`config.mk`:
```
export PLATFORM = sky130hd
export DESIGN_NAME = phase_stretch_top
export DESIGN_NICKNAME = d
export VERILOG_FILES = /design/src/rtl/ps_pkg.sv /design/src/rtl/ps_sync.sv /design/src/rtl/ps_hold_ctl.sv /design/src/rtl/ps_bank_cap.sv /design/src/rtl/ps_tap_delay.sv /design/src/rtl/phase_stretch_top.sv
export SDC_FILE = /design/constraint.sdc
export NUM_CORES = 1
export LEC_CHECK = 0
export BUFFER_PORTS_ARGS = -buffer_cell sky130_fd_sc_hd__buf_2
export CORE_MARGIN = 2
export CORE_UTILIZATION = 41
export CTS_CLUSTER_DIAMETER = 50
export DETAILED_ROUTE_END_ITERATION = 10
export PLACE_DENSITY = 0.7
export SETUP_SLACK_MARGIN = 0.3
export SYNTH_ARGS = -nofsm -noshare
export SYNTH_HDL_FRONTEND = slang
export SYNTH_SLANG_ARGS = --single-unit
```
`constraint.sdc`:
```
create_clock -name sys_clk -period 1.1 [get_ports sys_clk]
set_input_delay 0.165 -clock sys_clk [delete_from_list [all_inputs] [get_ports sys_clk]]
set_output_delay 0.165 -clock sys_clk [all_outputs]
set_load 0.005 [all_outputs]
```
`src/rtl/ps_pkg.sv`:
```
package ps_pkg;
  typedef enum logic {
    ST_FOLLOW = 1'b0,
    ST_HOLD   = 1'b1
  } hold_st_e;

  localparam int unsigned DEF_BANK_W  = 8;
  localparam int unsigned DEF_DLY_MAX = 7;
  localparam int unsigned DEF_SYNC    = 2;
endpackage

```
`src/rtl/ps_sync.sv`:
```
module ps_sync #(
  parameter int unsigned STAGES = 2,
  parameter int unsigned W      = 1
) (
  input  logic         clk,
  input  logic         rst_n,
  input  logic [W-1:0] d,
  output logic [W-1:0] q
);
  logic [W-1:0] stg_q [STAGES];

  always_ff @(posedge clk or negedge rst_n) begin
    if (!rst_n) begin
      for (int i = 0; i < int'(STAGES); i++) stg_q[i] <= '0;
    end else begin
      stg_q[0] <= d;
      for (int i = 1; i < int'(STAGES); i++) stg_q[i] <= stg_q[i-1];
    end
  end

  assign q = stg_q[STAGES-1];
endmodule

```
`src/rtl/ps_hold_ctl.sv`:
```
module ps_hold_ctl
  import ps_pkg::*;
(
  input  logic clk,
  input  logic rst_n,
  input  logic phi_s,
  input  logic rdy_s,
  output logic str_q
);
  hold_st_e st_q, st_d;
  logic     str_d;

  // Hold arms or releases only while the sampled phase clock is high.
  always_comb begin
    st_d = st_q;
    if (phi_s) begin
      st_d = rdy_s ? ST_FOLLOW : ST_HOLD;
    end
    str_d = phi_s | (st_d == ST_HOLD);
  end

  always_ff @(posedge clk or negedge rst_n) begin
    if (!rst_n) begin
      st_q  <= ST_FOLLOW;
      str_q <= 1'b0;
    end else begin
      st_q  <= st_d;
      str_q <= str_d;
    end
  end

  // a wait seen during a high phase keeps the output high next cycle
  a_r1_wait_holds_high: assert property (@(posedge clk) disable iff (!rst_n)
    (phi_s && !rdy_s) |=> str_q);

  // with both high the hold is released
  a_r1_release_both_high: assert property (@(posedge clk) disable iff (!rst_n)
    (phi_s && rdy_s) |=> (st_q == ST_FOLLOW));

  // ready is ignored while the sampled phase clock is low
  a_r2_low_phase_keeps: assert property (@(posedge clk) disable iff (!rst_n)
    !phi_s |=> (st_q == $past(st_q)));

  // no hold and low phase gives a low output
  a_r5_follow_low: assert property (@(posedge clk) disable iff (!rst_n)
    (!phi_s && st_q == ST_FOLLOW) |=> !str_q);
endmodule

```
`src/rtl/ps_bank_cap.sv`:
```
module ps_bank_cap #(
  parameter int unsigned W = 8
) (
  input  logic         clk,
  input  logic         rst_n,
  input  logic         str,
  input  logic [W-1:0] dbus,
  output logic [W-1:0] bank_q
);
  logic         prev_q;
  logic         fall;
  logic [W-1:0] bank_d;

  always_comb begin
    fall   = prev_q & ~str;
    bank_d = fall ? dbus : bank_q;
  end

  always_ff @(posedge clk or negedge rst_n) begin
    if (!rst_n) begin
      prev_q <= 1'b0;
      bank_q <= '0;
    end else begin
      prev_q <= str;
      bank_q <= bank_d;
    end
  end

  // the latch only changes after a falling edge of the stretched clock
  a_r6_stable_between_falls: assert property (@(posedge clk) disable iff (!rst_n)
    !(prev_q && !str) |=> $stable(bank_q));

  // a stretched-high clock never reloads the latch
  a_r6_no_load_while_high: assert property (@(posedge clk) disable iff (!rst_n)
    (prev_q && str) |=> (bank_q == $past(bank_q)));
endmodule

```
`src/rtl/ps_tap_delay.sv`:
```
module ps_tap_delay #(
  parameter int unsigned DLY_MAX = 7,
  parameter int unsigned DLY_W   = 3
) (
  input  logic             clk,
  input  logic             rst_n,
  input  logic             din,
  input  logic [DLY_W-1:0] sel,
  output logic             dout
);
  logic [DLY_MAX-1:0] sh_q, sh_d;
  logic [DLY_MAX:0]   taps;

  for (genvar i = 0; i < int'(DLY_MAX); i++) begin : g_stage
    if (i == 0) begin : g_first
      assign sh_d[i] = din;
    end else begin : g_rest
      assign sh_d[i] = sh_q[i-1];
    end
  end

  always_ff @(posedge clk or negedge rst_n) begin
    if (!rst_n) sh_q <= '0;
    else        sh_q <= sh_d;
  end

  assign taps = {sh_q, din};
  assign dout = taps[sel];
endmodule

```
`src/rtl/phase_stretch_top.sv`:
```
module phase_stretch_top
  import ps_pkg::*;
#(
  parameter int unsigned BANK_W  = DEF_BANK_W,
  parameter int unsigned DLY_MAX = DEF_DLY_MAX,
  parameter int unsigned SYNC_N  = DEF_SYNC,
  parameter int unsigned DLY_W   = $clog2(DLY_MAX + 1)
) (
  input  logic              sys_clk,
  input  logic              rst_n,
  input  logic              phi_in,
  input  logic              rdy_in,
  input  logic [BANK_W-1:0] dbus_in,
  input  logic [DLY_W-1:0]  dly_sel,
  output logic              phi_str,
  output logic              phi_cpu,
  output logic [BANK_W-1:0] bank_out
);
  logic phi_s, rdy_s;

  ps_sync #(.STAGES(SYNC_N), .W(2)) u_sync (
    .clk   (sys_clk),
    .rst_n (rst_n),
    .d     ({phi_in, rdy_in}),
    .q     ({phi_s, rdy_s})
  );

  ps_hold_ctl u_hold (
    .clk   (sys_clk),
    .rst_n (rst_n),
    .phi_s (phi_s),
    .rdy_s (rdy_s),
    .str_q (phi_str)
  );

  ps_bank_cap #(.W(BANK_W)) u_bank (
    .clk    (sys_clk),
    .rst_n  (rst_n),
    .str    (phi_str),
    .dbus   (dbus_in),
    .bank_q (bank_out)
  );

  ps_tap_delay #(.DLY_MAX(DLY_MAX), .DLY_W(DLY_W)) u_dly (
    .clk   (sys_clk),
    .rst_n (rst_n),
    .din   (phi_str),
    .sel   (dly_sel),
    .dout  (phi_cpu)
  );

  // a one-cycle setting gives the previous stretched value
  a_r7_one_tap: assert property (@(posedge sys_clk) disable iff (!rst_n)
    (dly_sel == DLY_W'(1) && $past(dly_sel) == DLY_W'(1)) |-> (phi_cpu == $past(phi_str)));

  // outputs are cleared while reset is held
  always_comb begin
    if (!rst_n) begin
      a_r8_reset_clear: assert (phi_str == 1'b0 && phi_cpu == 1'b0 && bank_out == '0);
    end
  end
endmodule

```
# After elaboration in Yosys (flattened, before gate mapping)
# Cells that the tools add are included.
# totals
ff_bits	22
in_bits	15
word_cells	15
# op_classes
order_cmp	1
n_mux	4
n_bitwise	3
# ops
cell	n
< comparator 3 x 4 -> 1 bit (second input constant)	1
binary-select mux 1 bit (select 3 bit)	1
2-to-1 mux 1 bit	3
bitwise AND 1 bit	1
inverter 1 bit	1
OR 1 bit	1

# Longest topological paths before layout
# Gate-level depths: netlist of run 1.
# depth
depth_word	3
ltp_mapped	3

# By module
# From an unflattened synthesis of run 1, not the netlist that was laid out.
# unflattened
hier_cells	40
hier_area_um2	794.5
# by_module_without_submodules
module	instances	cells_per_inst	area_per_inst_um2
ps_bank_cap	1	19	370.4
ps_tap_delay	1	10	239.0
ps_sync	1	6	115.1
ps_hold_ctl	1	5	70.1

# Worst setup path before layout of run 1
# No wires, ideal clock.
# synth_path
path_type	reg2out
startpoint	register u_hold.str_q
endpoint	output port phi_cpu
arrival_time_ps	1133
t_required_ps	935
path_slack_ps	-198
path_stages_with_launch	3
path_buffers	0
path_cell_list	dfrtp_1 mux4_1 mux2_2
# synth_via
elab_chain_len	2
# synth_rtl
item	line_no	source
start, declared	ps_hold_ctl.sv:8	output logic str_q
start signal, assigned	ps_hold_ctl.sv:28	str_q <= str_d;
binary-select mux 1 bit (select 3 bit)	ps_tap_delay.sv:28	assign dout = taps[sel];
2-to-1 mux 1 bit (implied by the code)	ps_tap_delay.sv:28	
end, declared	phase_stretch_top.sv:16	output logic phi_cpu,
# Every way passes these cells. The select of a mux whose other input is x is not followed.

# Worst setup path after layout of run 1
# layout_path
startpoint	register u_dly.sh_q[4]
endpoint	output port phi_cpu
# layout_via
elab_chain_len	2
# layout_rtl
item	line_no	source
start, declared	ps_tap_delay.sv:11	logic [DLY_MAX-1:0] sh_q, sh_d;
start signal, assigned	ps_tap_delay.sv:23	if (!rst_n) sh_q <= '0;
start signal, assigned	ps_tap_delay.sv:24	else sh_q <= sh_d;
binary-select mux 1 bit (select 3 bit)	ps_tap_delay.sv:28	
2-to-1 mux 1 bit (implied by the code)	ps_tap_delay.sv:28	
# Every way passes these cells. The select of a mux whose other input is x is not followed.

==> results.ini, run 1 <==
[placed_design]
pre_cts_ws_ps=-307.6
place.gp.congestion=0.6756
place_hpwl_um=826.3
port_buffers=24
place_inst=82

[die]
die_h_um=45.64
initial_core_util=0.4255
ioPinCount=25
die_w_um=45.64
rows=15
dieArea_sq_um=2083
core_region_area_sq_um=1670

[final_layout]
fill_cells=136
utilization=0.6337
final_cell_count_no_fill=97
regArea_sq_um=525.5
final_cell_mix=buf_2 (22), dfrtp_1 (21), buf_4 (10)
nets=96
num_antenna_cells=0
area_delta_synth_final_pct=48.94
layout-drive-gt1-share=0.6625
multi_input_area_sq_um=210.2
final_common_cell=buf_2

[timing]
fin_worst_skew_ps=5.405
worstMarginPinSlew_ps=439.2
relSlewSlack=0.7072
period_share=1.556
final-setup-viol-count=9
rsz0062_at_grt=yes
fin_hold_ws_ps=99.42
max_freq_ghz=0.5843
drv_slew=0
setup_tns_ps=-1339
hold_violations=0
fin_crit_ps=1711
worst_slack_ps=-611.3

[cts]
clkTransAtPathRegs_ps=110
cts_buffers=3
cts_num_sinks=21
clock_latency_ps=290
cts_tree=built
htreeDepth=1
clock_path_buffers=2
clockRootBuffer=clkbuf_4

[worst_setup_path]
crit_arrival_ps=1550
cp_max_fo=2
r2r_start=u_hold.str_q$_DFF_PN0_
worstRegToRegCells=4
r2r-end=u_bank.bank_q[0]$_DFFE_PN0P_
cp-end-kind=primary output
endpoint=phi_cpu
crit_chain=mux4_2 -> mux2_4 -> buf_6
path_depth=3
cp_num_buf_inv=1
critical-path-max-stage-delay_ps=470
worstPathRequired_ps=940
start_kind=register
cp-startpoint=u_dly.sh_q[4]$_DFF_PN0_
critPathSlowestCell=mux4_2
cp_top_family=multiplexers
rrSetupSlack_ps=-100
critical_path_class=register to primary output

[synth]
ys_seq_area_frac=0.7394
ys_types=8
syn_nets=52
synth_mux_area_frac=0.2306
synthCells=37
yosys.area_share.simple=0.01761
synth_compound_area_frac=0
yosysWarnings=0
synth_top_family_by_area=multiplexers
synth_fa_ha_area_frac=0
syn_area_sq_um=710.7
synth-seq-cells=21
synth_area_per_cell_sq_um=19.21
synth_xor_area_frac=0

[global_route]
grt_max_degree=22
grt_pass1_vias=442
grt_pass1_wl_mm=1.918
grt_overflow=0
grtUsageTotal=0.1353
antenna_found_initial=0

[route]
routedWlPerCell_um=12.25
drt.antenna.violating_nets=0
via_per_inst=4.629
drt_wl_total_mm=1.188
drcViolationCount=0
drtPass1Iterations=4
vias=449
first_iter_violations=4

[power]
max-vdd-ir-drop_v=0.0009738
power_leakage_nw=0.5273
power_density_nw_per_um2=1583

[hold_path]
hp-class=primary input to register
min_from=dbus_in[3]

[job]
max-cap-violations=0

[status]
outcome=finished with violations
violations=negative setup slack

[area by class of cell]
cell class | count | area share
multi-input cells | 14 | 0.1986
repair buffers | 40 | 0.2565
flip-flops and latches | 21 | 0.4965
inverters | 1 | 0.003546
clock buffers | 4 | 0.02482
well taps | 17 | 0.02009
[synth_stat cells]
| cell | instances | area share |
|---|---|---|
| dfrtp_1 | 21 | 0.74 |
| inv_1 | 1 | 0.0053 |
| nor2b_1 | 1 | 0.0088 |
| mux2i_1 | 1 | 0.014 |
| mux2_2 | 9 | 0.14 |
| or2_2 | 1 | 0.0088 |
| mux4_1 | 2 | 0.074 |
| buf_2 | 1 | 0.0070 |
[metal layers]
metal,GRT usage,share of wire
met5,0,0
met3,0.03571,0.051
met1,0.1984,0.44
met2,0.1915,0.51
met4,0.05294,0
[kinds of logic after synthesis]
group,after synthesis
flops,21
buf+inv,2
simple gates,2
mux,12
[flip-flops by register name (all words and copies together), names as in the netlist]
| signal | count |
|---|---|
| u_hold.st_q | 1 |
| u_bank.bank_q | 8 |
| u_sync.stg_q | 2 |
| u_hold.str_q | 1 |
| u_sync.q | 2 |
| u_dly.sh_q | 7 |
[what timing repair did]
action                     4_1_cts  5_1_grt
resized for setup                7        1
hold endpoints to repair        23        0
setup endpoints to repair       18       19
setup buffers                    3        5
hold buffers                     3        0
[stage by stage]
| stage | instance area [sq um] | total power [mW] |
|---|---|---|
| after CTS | 1015 | 1.640 |
| after global routing | 1059 | 1.779 |
| after detailed placement | 914.6 | 1.244 |
| final | 1059 | 1.675 |
| after floorplan | 743.2 | 1.093 |
| after global placement | 914.6 | 1.237 |
[how the worst min path moves through the flow]
stage                                        end  slack (ps)  cells past startpoint
floorplan           u_bank.bank_q[0]$_DFFE_PN0P_        -130                      0
CTS                 u_bank.bank_q[7]$_DFFE_PN0P_          90                      2
detailed placement  u_bank.bank_q[7]$_DFFE_PN0P_         140                      1
finish              u_bank.bank_q[3]$_DFFE_PN0P_         100                      2
global placement    u_bank.bank_q[7]$_DFFE_PN0P_         130                      1
global route        u_bank.bank_q[6]$_DFFE_PN0P_          80                      2
[worst reg2reg max path, delay by kind of cell, from the launching register on]
kind                   cells  cell delay (ps)
DFF                        1              400
muxes                      1              290
buffers and inverters      2              280
and+or+nand+nor            1              130
[report_power, final]
part	total (mW)	switching, mW	internal, mW
registers	0.926	0.0517	0.874
clock network	0.342	0.201	0.141
logic	0.408	0.118	0.290
total	1.68	0.371	1.30
Note: power is estimated with default switching activity, not from simulation.
==> run 2: changes to the inputs <==
SKIP_CTS_REPAIR_TIMING = 1   (was not set)
==> run 2 against run 1 <==
  * The flow still finishes with violations (negative setup slack)
  * Clock power about the same
  * Combinational power about the same
  * Worst setup slack better by 1.1 ps
  * Highest routed layer unchanged
  * Critical path depth unchanged
  * Routed wire length up 1.9%
  * Fmax about the same
  * Core utilization down 0.45 points
  * Global-route usage down 0.59 points
==> results.ini, run 2 (synthesis gave the netlist of run 1 again) <==
[placed_design]
port_buffers=24  ; unchanged
place.gp.congestion=0.6756  ; unchanged
place_hpwl_um=826.3  ; unchanged

[job]
max-cap-violations=0  ; unchanged

[worst_setup_path]
crit_arrival_ps=1550  ; about the same
critPathSlowestCell=mux4_2  ; unchanged
crit_chain=mux4_2 -> mux2_4 -> buf_6  ; unchanged
start_kind=register  ; unchanged
cp_max_fo=2  ; unchanged
critical-path-max-stage-delay_ps=470  ; about the same
worstPathRequired_ps=940  ; about the same
cp-end-kind=primary output  ; unchanged
critical_path_class=register to primary output  ; unchanged

[die]
initial_core_util=0.4255  ; unchanged
die_h_um=45.64  ; unchanged
dieArea_sq_um=2083  ; unchanged
ioPinCount=25  ; unchanged
core_region_area_sq_um=1670  ; unchanged
rows=15  ; unchanged
die_w_um=45.64  ; unchanged

[timing]
drv_slew=0  ; unchanged
fin_hold_ws_ps=99.79  ; was 99.42 ps
worstMarginPinSlew_ps=438.3  ; was 439.2 ps
hold_violations=0  ; unchanged
fin_crit_ps=1710  ; was 1711 ps
setup_tns_ps=-1341  ; was -1339 ps
final-setup-viol-count=9  ; unchanged
relSlewSlack=0.7078  ; was 0.7072
max_freq_ghz=0.5847  ; was 0.5843 GHz
period_share=1.555  ; was 1.556
rsz0062_at_grt=yes  ; unchanged
fin_worst_skew_ps=5.457  ; was 5.405 ps
worst_slack_ps=-610.2  ; was -611.3 ps

[route]
routedWlPerCell_um=12.61  ; was 12.25 um
drcViolationCount=0  ; unchanged
first_iter_violations=4  ; unchanged
drt_wl_total_mm=1.211  ; was 1.188 mm
vias=445  ; was 449
via_per_inst=4.635  ; was 4.629
drt.antenna.violating_nets=0  ; unchanged
drtPass1Iterations=4  ; unchanged

[final_layout]
num_antenna_cells=0  ; unchanged
area_delta_synth_final_pct=47.89  ; was 48.94%
nets=95  ; was 96
final_cell_mix=buf_2 (22), dfrtp_1 (21), mux2_4 (9), buf_4 (9), buf_6 (5)  ; was buf_2 (22), dfrtp_1 (21), buf_4 (10)
largest_reg_flops=8  ; unchanged
reg.largest.list=u_bank.bank_q x8, u_dly.sh_q x7  ; unchanged
layout-drive-gt1-share=0.6582  ; was 0.6625
fill_cells=136  ; unchanged
largest_register=u_bank.bank_q  ; unchanged
final_common_cell=buf_2  ; unchanged

[global_route]
grtUsageTotal=0.1294  ; was 0.1353
grt_pass1_wl_mm=1.835  ; was 1.918 mm
antenna_found_initial=0  ; unchanged
grt_pass1_vias=423  ; was 442
grt_overflow=0  ; unchanged
grt_max_degree=22  ; unchanged

[power]
power_leakage_nw=0.5228  ; was 0.5273 nW
power_density_nw_per_um2=1593  ; was 1583 nW/um^2
max-vdd-ir-drop_v=0.0009751  ; was 0.0009738 V

[status]
violations=negative setup slack  ; unchanged
outcome=finished with violations  ; unchanged

[cts]
cts_tree=built  ; unchanged
clock_path_buffers=2  ; unchanged
clockRootBuffer=clkbuf_4  ; unchanged
cts_buffers=3  ; unchanged
htreeDepth=1  ; unchanged
clkTransAtPathRegs_ps=110  ; about the same
clock_latency_ps=290  ; about the same
cts_num_sinks=21  ; unchanged

[hold_path]
hp-class=primary input to register  ; unchanged

run 2: cell count changes in the layout (fill, tap and decap cells not counted), sizes merged:
| cell | before | now |
|---|---|---|
| buf | 37 | 36 |
run 2: worst paths after layout:
path                                           startpoint                      endpoint  slack [ps]  depth (start not counted)
max in group asynchronous                           rst_n         u_sync.q[0]$_DFF_PN0_         450                          2
worst min-delay path                           dbus_in[3]  u_bank.bank_q[3]$_DFFE_PN0P_         100                          2
min in group asynchronous                           rst_n  u_bank.bank_q[7]$_DFFE_PN0P_         340                          2
worst max-delay path              u_dly.sh_q[4]$_DFF_PN0_                       phi_cpu        -610                          3
worst min register to register  u_sync.stg_q[2]$_DFF_PN0_         u_sync.q[0]$_DFF_PN0_         360                          0
worst max register to register     u_hold.str_q$_DFF_PN0_  u_bank.bank_q[0]$_DFFE_PN0P_        -100                          4
run 2: final cells by class:
cell class | count | area [sq um] | area share
Multi-Input combinational cell | 14 | 210.2 | 0.2000
Tap cell | 17 | 21.27 | 0.02024
Sequential cell | 21 | 525.5 | 0.5000
Timing Repair Buffer | 39 | 264.0 | 0.2512
Clock buffer | 4 | 26.28 | 0.02500
Inverter | 1 | 3.754 | 0.003571
run 2: critical path, delay by kind of cell (launching register included):
kind,cells,cell delay [ps]
DFF,1,400
buffers and inverters,1,110
muxes,2,750
run 2: report_power, final:
| group | switching (mW) | internal, mW |
|---|---|---|
| Sequential | 0.0522 | 0.874 |
| Clock | 0.201 | 0.141 |
| Combinational | 0.119 | 0.287 |
run 2: per-layer routing:
layer	up-vias	global-route usage	routed length, um
li1	208	-	-
met1	220	0.1878	517
met2	17	0.1831	635
met3	0	0.03571	58
met4	0	0.05294	0
met5	-	0	0
run 2: through the flow:
stage / std cells / util / instance area [sq um] / setup slack (ps) / total power, mW
floorplan: 37 / - / 743.2 / -172.7 / 1.093
global placement: 82 / 0.5476 / 914.6 / -285.5 / 1.237
detailed placement: 82 / 0.5476 / 914.6 / -307.6 / 1.244
CTS: 86 / 0.5633 / 940.9 / -635.8 / 1.587
global route: 96 / 0.6292 / 1051 / -667.7 / 1.776
finish: 96 / 0.6292 / 1051 / -610.2 / 1.674
==> run 3: changes to the inputs <==
CORE_UTILIZATION = 46   (was 41)
PLACE_DENSITY = 0.75   (was 0.7)
clock period = 1.6 ns   (was 1.1 ns; I/O delays follow)
==> run 3 against run 2 <==
  * The run still ends with negative setup slack left
  * Critical path depth unchanged
  * Design area down 13%
  * Routed wire length down 14%
  * Worst setup slack better by 410 ps
  * Non-clock buffer count down 10
  * Combinational power down 55%
  * Largest power group unchanged
==> results.ini, run 3 (synthesis gave the netlist of run 1 again) <==
[final_layout]
layout-drive-gt1-share=0.6377  ; was 0.6582
largest_reg_flops=8  ; unchanged
reg.largest.list=u_bank.bank_q x8, u_dly.sh_q x7  ; unchanged
final_cell_mix=buf_2 (23), dfrtp_1 (21), mux2_2 (8)  ; was buf_2 (22), dfrtp_1 (21), mux2_4 (9), buf_4 (9), buf_6 (5)
area_delta_synth_final_pct=29.05  ; was 47.89%
final_common_cell=buf_2  ; unchanged
largest_register=u_bank.bank_q  ; unchanged
nets=85  ; was 95
num_antenna_cells=0  ; unchanged
final_design_area_no_fill_sq_um=917.1  ; was 1051 sq um

[worst_setup_path]
critical-path-max-stage-delay_ps=460  ; was 470 ps
critPathSlowestCell=mux4_2  ; unchanged
start_kind=register  ; unchanged
critical_path_class=register to primary output  ; unchanged
worstRegToRegCells=4  ; unchanged
crit_chain=mux4_2 -> mux2_4 -> buf_6  ; unchanged
cp_top_family=multiplexers  ; unchanged
cp_max_fo=3  ; was 2
r2r_start=u_hold.str_q$_DFF_PN0_  ; unchanged
cp_num_buf_inv=1  ; unchanged
worstPathRequired_ps=1360  ; was 940 ps
cp-end-kind=primary output  ; unchanged
crit_arrival_ps=1560  ; was 1550 ps
r2r-end=u_bank.bank_q[1]$_DFFE_PN0P_  ; was u_bank.bank_q[0]$_DFFE_PN0P_
rrSetupSlack_ps=350  ; was -100 ps

[cts]
cts_buffers=3  ; unchanged
clkTransAtPathRegs_ps=110  ; about the same
clock_path_buffers=2  ; unchanged
cts_tree=built  ; unchanged
clock_latency_ps=290  ; about the same
htreeDepth=1  ; unchanged
cts_num_sinks=21  ; unchanged
clockRootBuffer=clkbuf_4  ; unchanged

[global_route]
grt_pass1_wl_mm=1.531  ; was 1.835 mm
grtUsageTotal=0.1124  ; was 0.1294
antenna_found_initial=0  ; unchanged
grt_overflow=0  ; unchanged
grt_pass1_vias=372  ; was 423
grt_max_degree=22  ; unchanged

[timing]
period_share=1.123
final-setup-viol-count=1  ; was 9
fin_hold_ws_ps=46.04  ; was 99.79 ps
rsz0062_at_grt=yes  ; unchanged
max_freq_ghz=0.5565
fin_crit_ps=1797
drv_slew=0  ; unchanged
worst_slack_ps=-196.9  ; was -610.2 ps
fin_worst_skew_ps=2.005  ; was 5.457 ps
relSlewSlack=0.7047  ; was 0.7078
hold_violations=0  ; unchanged
worstMarginPinSlew_ps=442.9  ; was 438.3 ps

[power]
power_density_nw_per_um2=1153  ; was 1593 nW/um^2
max-vdd-ir-drop_v=0.0006208  ; was 0.0009751 V
fin_total_pwr_mw=1.057  ; was 1.674 mW
power_leakage_nw=0.4355  ; was 0.5228 nW

[die]
die_w_um=43.31  ; was 45.64 um
dieArea_sq_um=1875  ; was 2083 sq um
core_region_area_sq_um=1471  ; was 1670 sq um
ioPinCount=25  ; unchanged
initial_core_util=0.4830  ; was 0.4255
die_h_um=43.31  ; was 45.64 um
rows=14  ; was 15

[placed_design]
pre_cts_ws_ps=80.63  ; was -307.6 ps
placed_area_sq_um=860.8  ; was 914.6 sq um
port_buffers=24  ; unchanged
place.gp.congestion=0.6653  ; was 0.6756

[hold_path]
hp-class=primary input to register  ; unchanged
min_from=phi_in  ; was dbus_in[3]
min_to=u_sync.stg_q[3]$_DFF_PN0_  ; was u_bank.bank_q[3]$_DFFE_PN0P_
hold_path_depth=1  ; was 2

[route]
drt_wl_total_mm=1.046  ; was 1.211 mm
drt.antenna.violating_nets=0  ; unchanged
drtPass1Iterations=2  ; was 4
drcViolationCount=0  ; unchanged
routedWlPerCell_um=12.31  ; was 12.61 um
via_per_inst=4.635  ; about the same
first_iter_violations=8  ; was 4
vias=394  ; was 445

[status]
outcome=finished with violations  ; unchanged
violations=negative setup slack  ; unchanged

[job]
max-cap-violations=0  ; unchanged

-- run 3: changes by cell type in the layout (fill, tap and decap cells not counted), sizes merged --
cell and delta:
buf -8, dlygate4sd3 -2
-- run 3: stage by stage --
stage | utilization | setup TNS, ps | instances
2_1_floorplan | - | 0 | 37
3_5_place_dp | 0.5850 | 0 | 78
5_1_grt | 0.6233 | -239.4 | 85
6_report | 0.6233 | -196.9 | 85
4_1_cts | 0.6029 | -205.9 | 82
3_3_place_gp | 0.5850 | 0 | 78
-- run 3: final cells by class --
type                       count  area, sq um
fill                         105        554.3
sequential                    21        525.5
multi-input combinational     14        175.2
timing repair buffer          29        166.4
clock buffer                   4        26.28
tap                           16        20.02
inverter                       1        3.754
-- run 3: report_power, final --
| part | internal [mW] | switching [mW] | total [mW] |
|---|---|---|---|
| clock | 0.0969 | 0.148 | 0.244 |
| combinational | 0.118 | 0.0646 | 0.182 |
| sequential | 0.601 | 0.0300 | 0.631 |
| total | 0.815 | 0.242 | 1.06 |
-- run 3: worst max-delay path by stage --
stage                                       start  cells after the start  endpoint
final                     u_dly.sh_q[0]$_DFF_PN0_                      3   phi_cpu
after global placement                 dly_sel[0]                      4   phi_cpu
after CTS                 u_dly.sh_q[4]$_DFF_PN0_                      3   phi_cpu
after floorplan            u_hold.str_q$_DFF_PN0_                      2   phi_cpu
after detailed placement               dly_sel[0]                      4   phi_cpu
after global routing      u_dly.sh_q[0]$_DFF_PN0_                      3   phi_cpu
-- run 3: worst register-to-register path: stages (launching register included) --
cell and delay, ps:
dfrtp_1 390, buf_4 140, nor2b_2 90, buf_4 170, mux2_2 340
-- run 3: per-layer routing --
layer	up-vias	global-route usage	wire length, um
met2	10	0.1701	508
met4	0	0.05455	0
met1	195	0.1538	485
met3	0	0.02553	53
li1	189	-	-
met5	-	0	0
